==> src/rtl/hmw_pkg.sv <==
package hmw_pkg;
  typedef enum logic [2:0] {
    PORT_ADDR_LO = 3'd0,
    PORT_ADDR_HI = 3'd1,
    PORT_DATA    = 3'd2,
    PORT_INSN_LO = 3'd3,
    PORT_CLEAR   = 3'd4,
    PORT_CTRL    = 3'd5
  } port_e;

  localparam int unsigned ADDR_W     = 32;
  localparam int unsigned HALF_W     = 16;
  localparam int unsigned IS_SEL_BIT = 22;
  localparam logic [ADDR_W-1:0] DS_STEP = 32'd1;
  localparam logic [ADDR_W-1:0] IS_STEP = 32'd4;
endpackage

==> src/rtl/hmw_ram.sv <==
module hmw_ram #(
  parameter int unsigned WIDTH = 16,
  parameter int unsigned DEPTH = 64,
  localparam int unsigned AW = $clog2(DEPTH)
) (
  input  logic             clk,
  input  logic             we,
  input  logic [AW-1:0]    waddr,
  input  logic [WIDTH-1:0] wdata,
  input  logic [AW-1:0]    raddr,
  output logic [WIDTH-1:0] rdata
);
  logic [WIDTH-1:0] mem [DEPTH];

  always_ff @(posedge clk) begin
    if (we) mem[waddr] <= wdata;
  end

  assign rdata = mem[raddr];
endmodule

==> src/rtl/hmw_addr_ctl.sv <==
module hmw_addr_ctl
  import hmw_pkg::*;
(
  input  logic              clk,
  input  logic              rst_n,
  input  logic              wr_lo,
  input  logic              wr_hi,
  input  logic              wr_ctrl,
  input  logic [HALF_W-1:0] wdata,
  input  logic              step_en,
  input  logic              step_wide,
  output logic [ADDR_W-1:0] win_addr,
  output logic              auto_inc
);
  logic [ADDR_W-1:0] addr_q, addr_d;
  logic              inc_q, inc_d;

  always_comb begin
    addr_d = addr_q;
    inc_d  = inc_q;
    if (wr_lo)   addr_d[HALF_W-1:0]      = wdata;
    if (wr_hi)   addr_d[ADDR_W-1:HALF_W] = wdata;
    if (wr_ctrl) inc_d = wdata[0];
    if (step_en && inc_q)
      addr_d = addr_q + (step_wide ? IS_STEP : DS_STEP);
  end

  always_ff @(posedge clk or negedge rst_n) begin
    if (!rst_n) begin
      addr_q <= '0;
      inc_q  <= 1'b0;
    end else begin
      addr_q <= addr_d;
      inc_q  <= inc_d;
    end
  end

  assign win_addr = addr_q;
  assign auto_inc = inc_q;

  // data-store access with auto-increment steps by one
  p_ds_step_r7: assert property (@(posedge clk) disable iff (!rst_n)
    (step_en && !step_wide && auto_inc) |=> (win_addr == $past(win_addr) + 32'd1));
  // instruction high-half access steps by four
  p_is_step_r8: assert property (@(posedge clk) disable iff (!rst_n)
    (step_en && step_wide && auto_inc) |=> (win_addr == $past(win_addr) + 32'd4));
  // no movement with auto-increment off
  p_hold_r9: assert property (@(posedge clk) disable iff (!rst_n)
    (step_en && !auto_inc && !wr_lo && !wr_hi) |=> $stable(win_addr));
endmodule

==> src/rtl/hmw_port.sv <==
module hmw_port
  import hmw_pkg::*;
#(
  parameter int unsigned DS_DEPTH = 64,
  parameter int unsigned IS_DEPTH = 32
) (
  input  logic        clk,
  input  logic        rst_n,
  input  logic        bus_wr,
  input  logic        bus_rd,
  input  logic [2:0]  bus_sel,
  input  logic [15:0] bus_wdata,
  output logic [15:0] bus_rdata,
  output logic        bus_rvalid
);
  localparam int unsigned DS_AW = $clog2(DS_DEPTH);
  localparam int unsigned IS_AW = $clog2(IS_DEPTH);
  localparam int unsigned IS_W  = 2 * HALF_W;

  port_e             sel;
  logic              wr_cyc, rd_cyc, is_win;
  logic              data_acc, clr_acc, step_en;
  logic [ADDR_W-1:0] win_addr;
  logic              auto_inc;
  logic              ds_we, is_we;
  logic [DS_AW-1:0]  ds_idx;
  logic [IS_AW-1:0]  is_idx;
  logic [HALF_W-1:0] ds_wd, ds_rd;
  logic [IS_W-1:0]   is_wd, is_rd;
  logic [HALF_W-1:0] stage_q, stage_d;
  logic [HALF_W-1:0] rdata_q, rdata_d;
  logic              rvalid_q;

  assign sel      = port_e'(bus_sel);
  assign wr_cyc   = bus_wr;
  assign rd_cyc   = bus_rd && !bus_wr;
  assign is_win   = win_addr[IS_SEL_BIT];
  assign ds_idx   = win_addr[DS_AW-1:0];
  assign is_idx   = win_addr[IS_AW+1:2];

  assign data_acc = (wr_cyc || rd_cyc) && (sel == PORT_DATA);
  assign clr_acc  = rd_cyc && (sel == PORT_CLEAR) && !is_win;
  assign step_en  = data_acc || clr_acc;

  assign ds_we    = (wr_cyc && (sel == PORT_DATA) && !is_win) || clr_acc;
  assign ds_wd    = clr_acc ? '0 : bus_wdata;
  assign is_we    = wr_cyc && (sel == PORT_DATA) && is_win;
  assign is_wd    = {bus_wdata, stage_q};

  hmw_addr_ctl i_addr (
    .clk       (clk),
    .rst_n     (rst_n),
    .wr_lo     (wr_cyc && (sel == PORT_ADDR_LO)),
    .wr_hi     (wr_cyc && (sel == PORT_ADDR_HI)),
    .wr_ctrl   (wr_cyc && (sel == PORT_CTRL)),
    .wdata     (bus_wdata),
    .step_en   (step_en),
    .step_wide (is_win),
    .win_addr  (win_addr),
    .auto_inc  (auto_inc)
  );

  hmw_ram #(.WIDTH(HALF_W), .DEPTH(DS_DEPTH)) i_ds (
    .clk (clk), .we (ds_we), .waddr (ds_idx), .wdata (ds_wd),
    .raddr (ds_idx), .rdata (ds_rd)
  );

  hmw_ram #(.WIDTH(IS_W), .DEPTH(IS_DEPTH)) i_is (
    .clk (clk), .we (is_we), .waddr (is_idx), .wdata (is_wd),
    .raddr (is_idx), .rdata (is_rd)
  );

  always_comb begin
    stage_d = stage_q;
    if (wr_cyc && (sel == PORT_INSN_LO)) stage_d = bus_wdata;
  end

  always_comb begin
    unique case (sel)
      PORT_ADDR_LO: rdata_d = win_addr[HALF_W-1:0];
      PORT_ADDR_HI: rdata_d = win_addr[ADDR_W-1:HALF_W];
      PORT_CTRL:    rdata_d = {{(HALF_W-1){1'b0}}, auto_inc};
      PORT_DATA:    rdata_d = is_win ? is_rd[IS_W-1:HALF_W] : ds_rd;
      PORT_INSN_LO: rdata_d = is_win ? is_rd[HALF_W-1:0] : '0;
      PORT_CLEAR:   rdata_d = is_win ? '0 : ds_rd;
      default:      rdata_d = '0;
    endcase
  end

  always_ff @(posedge clk or negedge rst_n) begin
    if (!rst_n) begin
      stage_q  <= '0;
      rdata_q  <= '0;
      rvalid_q <= 1'b0;
    end else begin
      stage_q  <= stage_d;
      if (rd_cyc) rdata_q <= rdata_d;
      rvalid_q <= rd_cyc;
    end
  end

  assign bus_rdata  = rdata_q;
  assign bus_rvalid = rvalid_q;

  // a write in the same cycle suppresses the read
  p_wr_wins_r10: assert property (@(posedge clk) disable iff (!rst_n)
    (bus_wr && bus_rd) |=> !bus_rvalid);
  // low-half instruction access never moves the window
  p_lo_hold_r8: assert property (@(posedge clk) disable iff (!rst_n)
    ((bus_wr || bus_rd) && (bus_sel == 3'd3)) |=> $stable(win_addr));
  // read-and-clear in the instruction region is inert
  p_clr_is_r6: assert property (@(posedge clk) disable iff (!rst_n)
    (bus_rd && !bus_wr && (bus_sel == 3'd4) && is_win)
      |=> (bus_rdata == 16'h0) && $stable(win_addr));
endmodule

==> config.mk <==
export PLATFORM = sky130hd
export DESIGN_NAME = hmw_port
export DESIGN_NICKNAME = d
export VERILOG_FILES = /design/src/rtl/hmw_pkg.sv /design/src/rtl/hmw_ram.sv /design/src/rtl/hmw_addr_ctl.sv /design/src/rtl/hmw_port.sv
export SDC_FILE = /design/constraint.sdc
export NUM_CORES = 2
export LEC_CHECK = 0
export BUFFER_PORTS_ARGS = -buffer_cell sky130_fd_sc_hd__buf_2
export CORE_ASPECT_RATIO = 1.2
export CORE_MARGIN = 10
export CORE_UTILIZATION = 35
export DETAILED_ROUTE_END_ITERATION = 10
export GPL_ROUTABILITY_DRIVEN = 0
export HOLD_SLACK_MARGIN = 0.05
export PLACE_DENSITY_LB_ADDON = 0.25
export SLEW_MARGIN = 40
export SYNTH_ARGS = -nofsm -noshare
export SYNTH_HDL_FRONTEND = slang
export SYNTH_SLANG_ARGS = --single-unit
==> constraint.sdc <==
create_clock -name clk -period 5.2 [get_ports clk]
set_input_delay 0.26 -clock clk [delete_from_list [all_inputs] [get_ports clk]]
set_output_delay 0.26 -clock clk [all_outputs]
set_load 0.1 [all_outputs]
== Word-level counts from Yosys, hierarchy flattened ==
Memories as Yosys holds them, arrays and structs flattened.
Cells that the tools add are included.
Word-level totals
  register bits after elaboration: 66
  bits of input ports: 23
  latch bits: 0
  ROM bits: 0
  RAM bits: 2048
  memories: 2
Cells by class
  shift operators: 0
  $lt $le $gt $ge: 0
  multiplexer cells: 13
  equal/unequal tests: 5
  multiply operators: 0
  div/mod/pow operators: 0
  reductions and logical operators: 20
  $add $sub $neg: 1
  bitwise logic cells: 0
Memories
  i_ds.mem: words 64, width 16, rd ports 1, clocked after Yosys merged registers in 0, write ports 1, RTL line hmw_ram.sv:13  | logic [WIDTH-1:0] mem [DEPTH];
  i_is.mem: words 32, width 32, rd ports 1, clocked after Yosys merged registers in 0, write ports 1, RTL line hmw_ram.sv:13
Operator list (count)
  16-bit two-way mux: 6
  16-bit case mux with 6 select lines: 1
  32-bit adder: 1
  32-bit two-way mux: 1
  1-bit logical AND: 12
  3-bit by 2-bit == test with 1-bit output (second input constant): 2
  3-bit == test (second input constant): 2
  1-bit two-way mux: 4
  2-bit nonzero test: 2
  3-bit by 1-bit == test with 1-bit output (second input constant): 1
  3-bit logical NOT: 1
  1-bit logical OR: 3
  3-bit two-way mux: 1
  1-bit logical NOT: 2

== Depth between registers and ports, before layout ==
  depth after elaboration: 7
  mapped depth: 12
  gate-level depth less buffers: 9

== Modules after synthesis ==
Synthesis repeated with hierarchy kept, for this count alone.
Unflattened totals
  cells, all modules: 4479
  area total of the unflattened synthesis: 83830.4 um^2
By module, submodules not included
  hmw_ram (i_is): cells each 2228, instances 1, seq. area each 30749.5 um^2, area an instance 39844.5 um^2
  hmw_ram (i_ds): cells each 1813, instances 1, seq. area each 30749.5 um^2, area an instance 39721.8 um^2
  hmw_port: cells each 212, instances 1, seq. area each 825.8 um^2, area an instance 2227.1 um^2
  hmw_addr_ctl: cells each 226, instances 1, seq. area each 825.8 um^2, area an instance 2037.0 um^2

== Worst setup path before layout ==
OpenSTA, ideal clock, no wires.
  path kind: register -> register
  from: register i_addr.addr_q[2], in the netlist i_addr.win_addr[2]
  to: memory i_is.mem[15][0] (netlist bit) (enable)
  stages on the path, launching flop included: 10
  arrival time: 3969 ps
  setup slack: 770 ps
  clock period less this slack: 4430 ps
  path through: dfrtp_1 > buf_6 > buf_6 > buf_4 > buf_4 > buf_6 > buf_2 > buf_2 > nand3_1 > nor3_1
RTL lines
  from (decl): RTL line hmw_addr_ctl.sv:15  | logic [ADDR_W-1:0] addr_q, addr_d;
  from (signal assigned): RTL line hmw_addr_ctl.sv:33  | addr_q <= addr_d;
  to (decl): RTL line hmw_ram.sv:13
Straight into the memory's write port.

== Worst setup path in the final report ==
  from: register i_addr.addr_q[2], in the netlist i_addr.win_addr[2]
  to: register rdata_q[0], in the netlist bus_rdata[0]
On the way
  longest elaborated chain between the ends: 3
  elaborated cells between the ends (all ways): 6
Ends and longest elaborated chain
  memory read 64 x 16 bit / memory read 32 x 32 bit (equally long branches)
  16-bit two-way mux (on tied branches): RTL line hmw_port.sv:85, hmw_port.sv:83, hmw_port.sv:84
  16-bit case mux with 6 select lines *: RTL line hmw_port.sv:79  | unique case (sel)
  to (signal assigned): RTL line hmw_port.sv:97  | if (rd_cyc) rdata_q <= rdata_d;
  to (decl): RTL line hmw_port.sv:31  | logic [HALF_W-1:0] rdata_q, rdata_d;
Mark *: on every way between the ends. The rest lies on a longest branch, timed or not.
A chain may end at the register's enable or synchronous reset.

==> metrics.txt <==
DR vias around 46,000; Worst Clk Skew between 0.04 and 0.05 ns; antenna violations before repair 11; cell area after synthesis about 80,000 um^2; first-pass GRT wire length 375.0 mm; slowest stage cell, crit path dfrtp_4; Routed WL 269.0 mm; register area share after synthesis 0.7661; maxcap violations 0; H-tree Lvls 4; final core utilization 0.4051; DRT Pass-1 Iters 9; DP Wirelength approximately 160 mm; gr usage total 0.2056; slowest cell delay on critical path ~0.9 ns; CP Launch Type flip-flop; Root Driver clkbuf_16; final net count between 4,000 and 5,000; DR vias/cell roughly 5.7; vias in the first global route 46,220; Worst setup EP type flip-flop; num ports 40; starting DRC count in detailed routing 5,752; Yosys reg bits around 2,100; Vert. Die Dim between 500 and 600 um; Die W ~460 um; die area 255,400 um^2; clock buffer depth 3; drt drc 0; CTS resizes 0; Setup Buffers After CTS 0; CTS tree built; Initial Util 0.3512; worst vdd ir approximately 320 uV; Tmin final just over 4 ns; Slew Viols, Final 0; Worst Path Max Fanout 45; setup_tns 0 ns; fmax between 200 and 250 MHz; CP arrival slightly below 5 ns; Pwr Density slightly below 500 nW/um^2; total grt overflow 0; Worst-Skew Late Latency approximately 0.9 ns; Warnings, synthesis 0; I/O Buffers 39; clk sinks ~2,100; status finished, final reports clean; predominant post-synthesis flop cell edfxtp_1; endpoints failing setup 0; share of layout cells above drive strength 1 0.2188; CP Cell Sequence buf_4, mux2i_1, a211oi_1, nor3_1, o21ai_0, a32oi_1, a31oi_1, a211o_1; synth unique cells 84; Post-Syn Instances around 4,500; async set or reset register ratio after synthesis 0.03122; post-route ant nets 0; Pleak 29.77 nW; Core Rows a little under 200; fill count between 20,000 and 25,000; Worst-path clk slew around 0.060 ns; min-delay worst type in -> reg; Worst slew margin 0.3746; Multi-input gate area ~18,000 um^2; area growth from synthesis to layout 15.33%; CP Data Required Time around 6.0 ns; Fin. Hold Viols 0; DR WL/cell 33.30 um; largest net degree at the start of global routing just over 90; RSZ-0062 raised after global routing no; Final Instance Area 95,070 um^2; Total Power between 40 and 50 mW; final period utilization 0.7860; critical path class reg -> reg; Post-synth EDFFs just over 2,000; Placement Cell Area ~88,000 um^2; Avg Synthesized Cell Area roughly 18 um^2; hold buffer count at cts 23; Min Hold Slack around 0.2 ns; cts bufs inserted between 200 and 250; Core ar. approximately 230,000 um^2; Post-Syn Nets about 4,500; Worst Tran Pin Value ~0.93 ns; storage element area roughly 63,000 um^2
==> power by group <==
part	total (mW)	switching, mW	internal (mW)
clock	14.8	6.54	8.24
sequential	19.8	0.738	19.1
combinational	11.1	7.22	3.86
==> cells in the mapped netlist, types with 39 or more instances <==
master    count  area share
edfxtp_1   2048        0.75
mux2i_1     278       0.034
mux4_2      206       0.056
nor2_1      189      0.0086
nand2_1     156      0.0071
a21oi_1     151      0.0092
a22oi_1     138       0.013
o21ai_0     132      0.0080
mux2_2      113       0.015
buf_2       108      0.0066
a221oi_1     88      0.0093
clkbuf_1     85      0.0039
dfrtp_1      66       0.020
nand3_1      56      0.0034
o22ai_1      47      0.0036
a211oi_1     41      0.0037
nor3_1       39      0.0024
==> layout make-up <==
type,count,share of cell area
Sequential cell,2114,0.6647
Multi-Input combinational cell,2047,0.1906
Clock buffer,298,0.06070
Tap cell,3152,0.04148
Timing Repair Buffer,359,0.03302
Clock inverter,95,0.009015
Inverter,10,0.0003948
Antenna cell,3,0.00007896
==> critical path, delay by kind of cell, from the launching register on <==
kind | cells | cell delay (ns)
compound gates | 5 | 1.64
flops | 1 | 0.89
buf+inv | 1 | 0.71
simple gates | 1 | 0.37
mux | 1 | 0.26
==> cells by family (layout without fill, tap and decap cells) <==
family / after synthesis / after routing / share of synthesized area
DFF: 2114 / 2114 / 0.7661
AOI/OAI and AO/OA: 864 / 864 / 0.07448
muxes: 600 / 600 / 0.1061
and+or+nand+nor: 578 / 578 / 0.03315
buffers and inverters: 297 / 762 / 0.01950
adders and majority gates: 3 / 3 / 0.0004554
xor gates and xnor gates: 2 / 2 / 0.0002125
other: 0 / 3 / 0
==> registers in the layout, indices dropped and copies added (netlist names) <==
signal / cells
i_ds.mem: 1024
bus_rvalid: 1
i_addr.auto_inc: 1
i_is.mem: 1024
bus_rdata: 16
stage_q: 16
i_addr.win_addr: 32
==> final timing paths <==
kind	to	slack, ns	from	cells after the start
hold / removal	bus_rdata[6]	0.20	bus_sel[1]	4
setup / recovery	bus_rdata[0]	1.11	i_addr.win_addr[2]	8
max in group asynchronous	i_addr.win_addr[6]	3.90	rst_n	4
hold reg to reg	i_addr.win_addr[23]	0.54	i_addr.win_addr[23]	1
min in group asynchronous	stage_q[9]	0.52	rst_n	4
setup reg to reg	bus_rdata[0]	1.11	i_addr.win_addr[2]	8
==> routing by layer <==
layer,share of wire,track usage,vias to the layer above
li1,-,-,18990
met1,0.38,0.2581,24750
met2,0.50,0.3493,2182
met3,0.073,0.03379,521
met4,0.050,0.09452,6
met5,0.00013,0,-
==> layout by cell type, fill, tap and decap left out, drive strengths merged, types with 26 or more instances in the layout <==
cell / count
nand3: 58
a221o: 36
o22ai: 47
a31oi: 26
nor2: 189
dfrtp: 66
mux2: 115
mux4: 207
nor3: 40
a21oi: 151
mux2i: 278
a211oi: 41
edfxtp: 2048
o21ai: 133
nand2: 156
clkinv: 71
buf: 337
clkbuf: 298
o211ai: 38
a221oi: 91
a22oi: 138
==> per-stage QoR <==
step           worst slack, ns  cells
2_1_floorplan           0.7698   4458
3_3_place_gp            0.4448   7645
3_5_place_dp             1.093   7658
4_1_cts                  1.077   8074
5_1_grt                  1.053   8076
6_report                 1.113   8078
(Power assumes the default switching activity.)
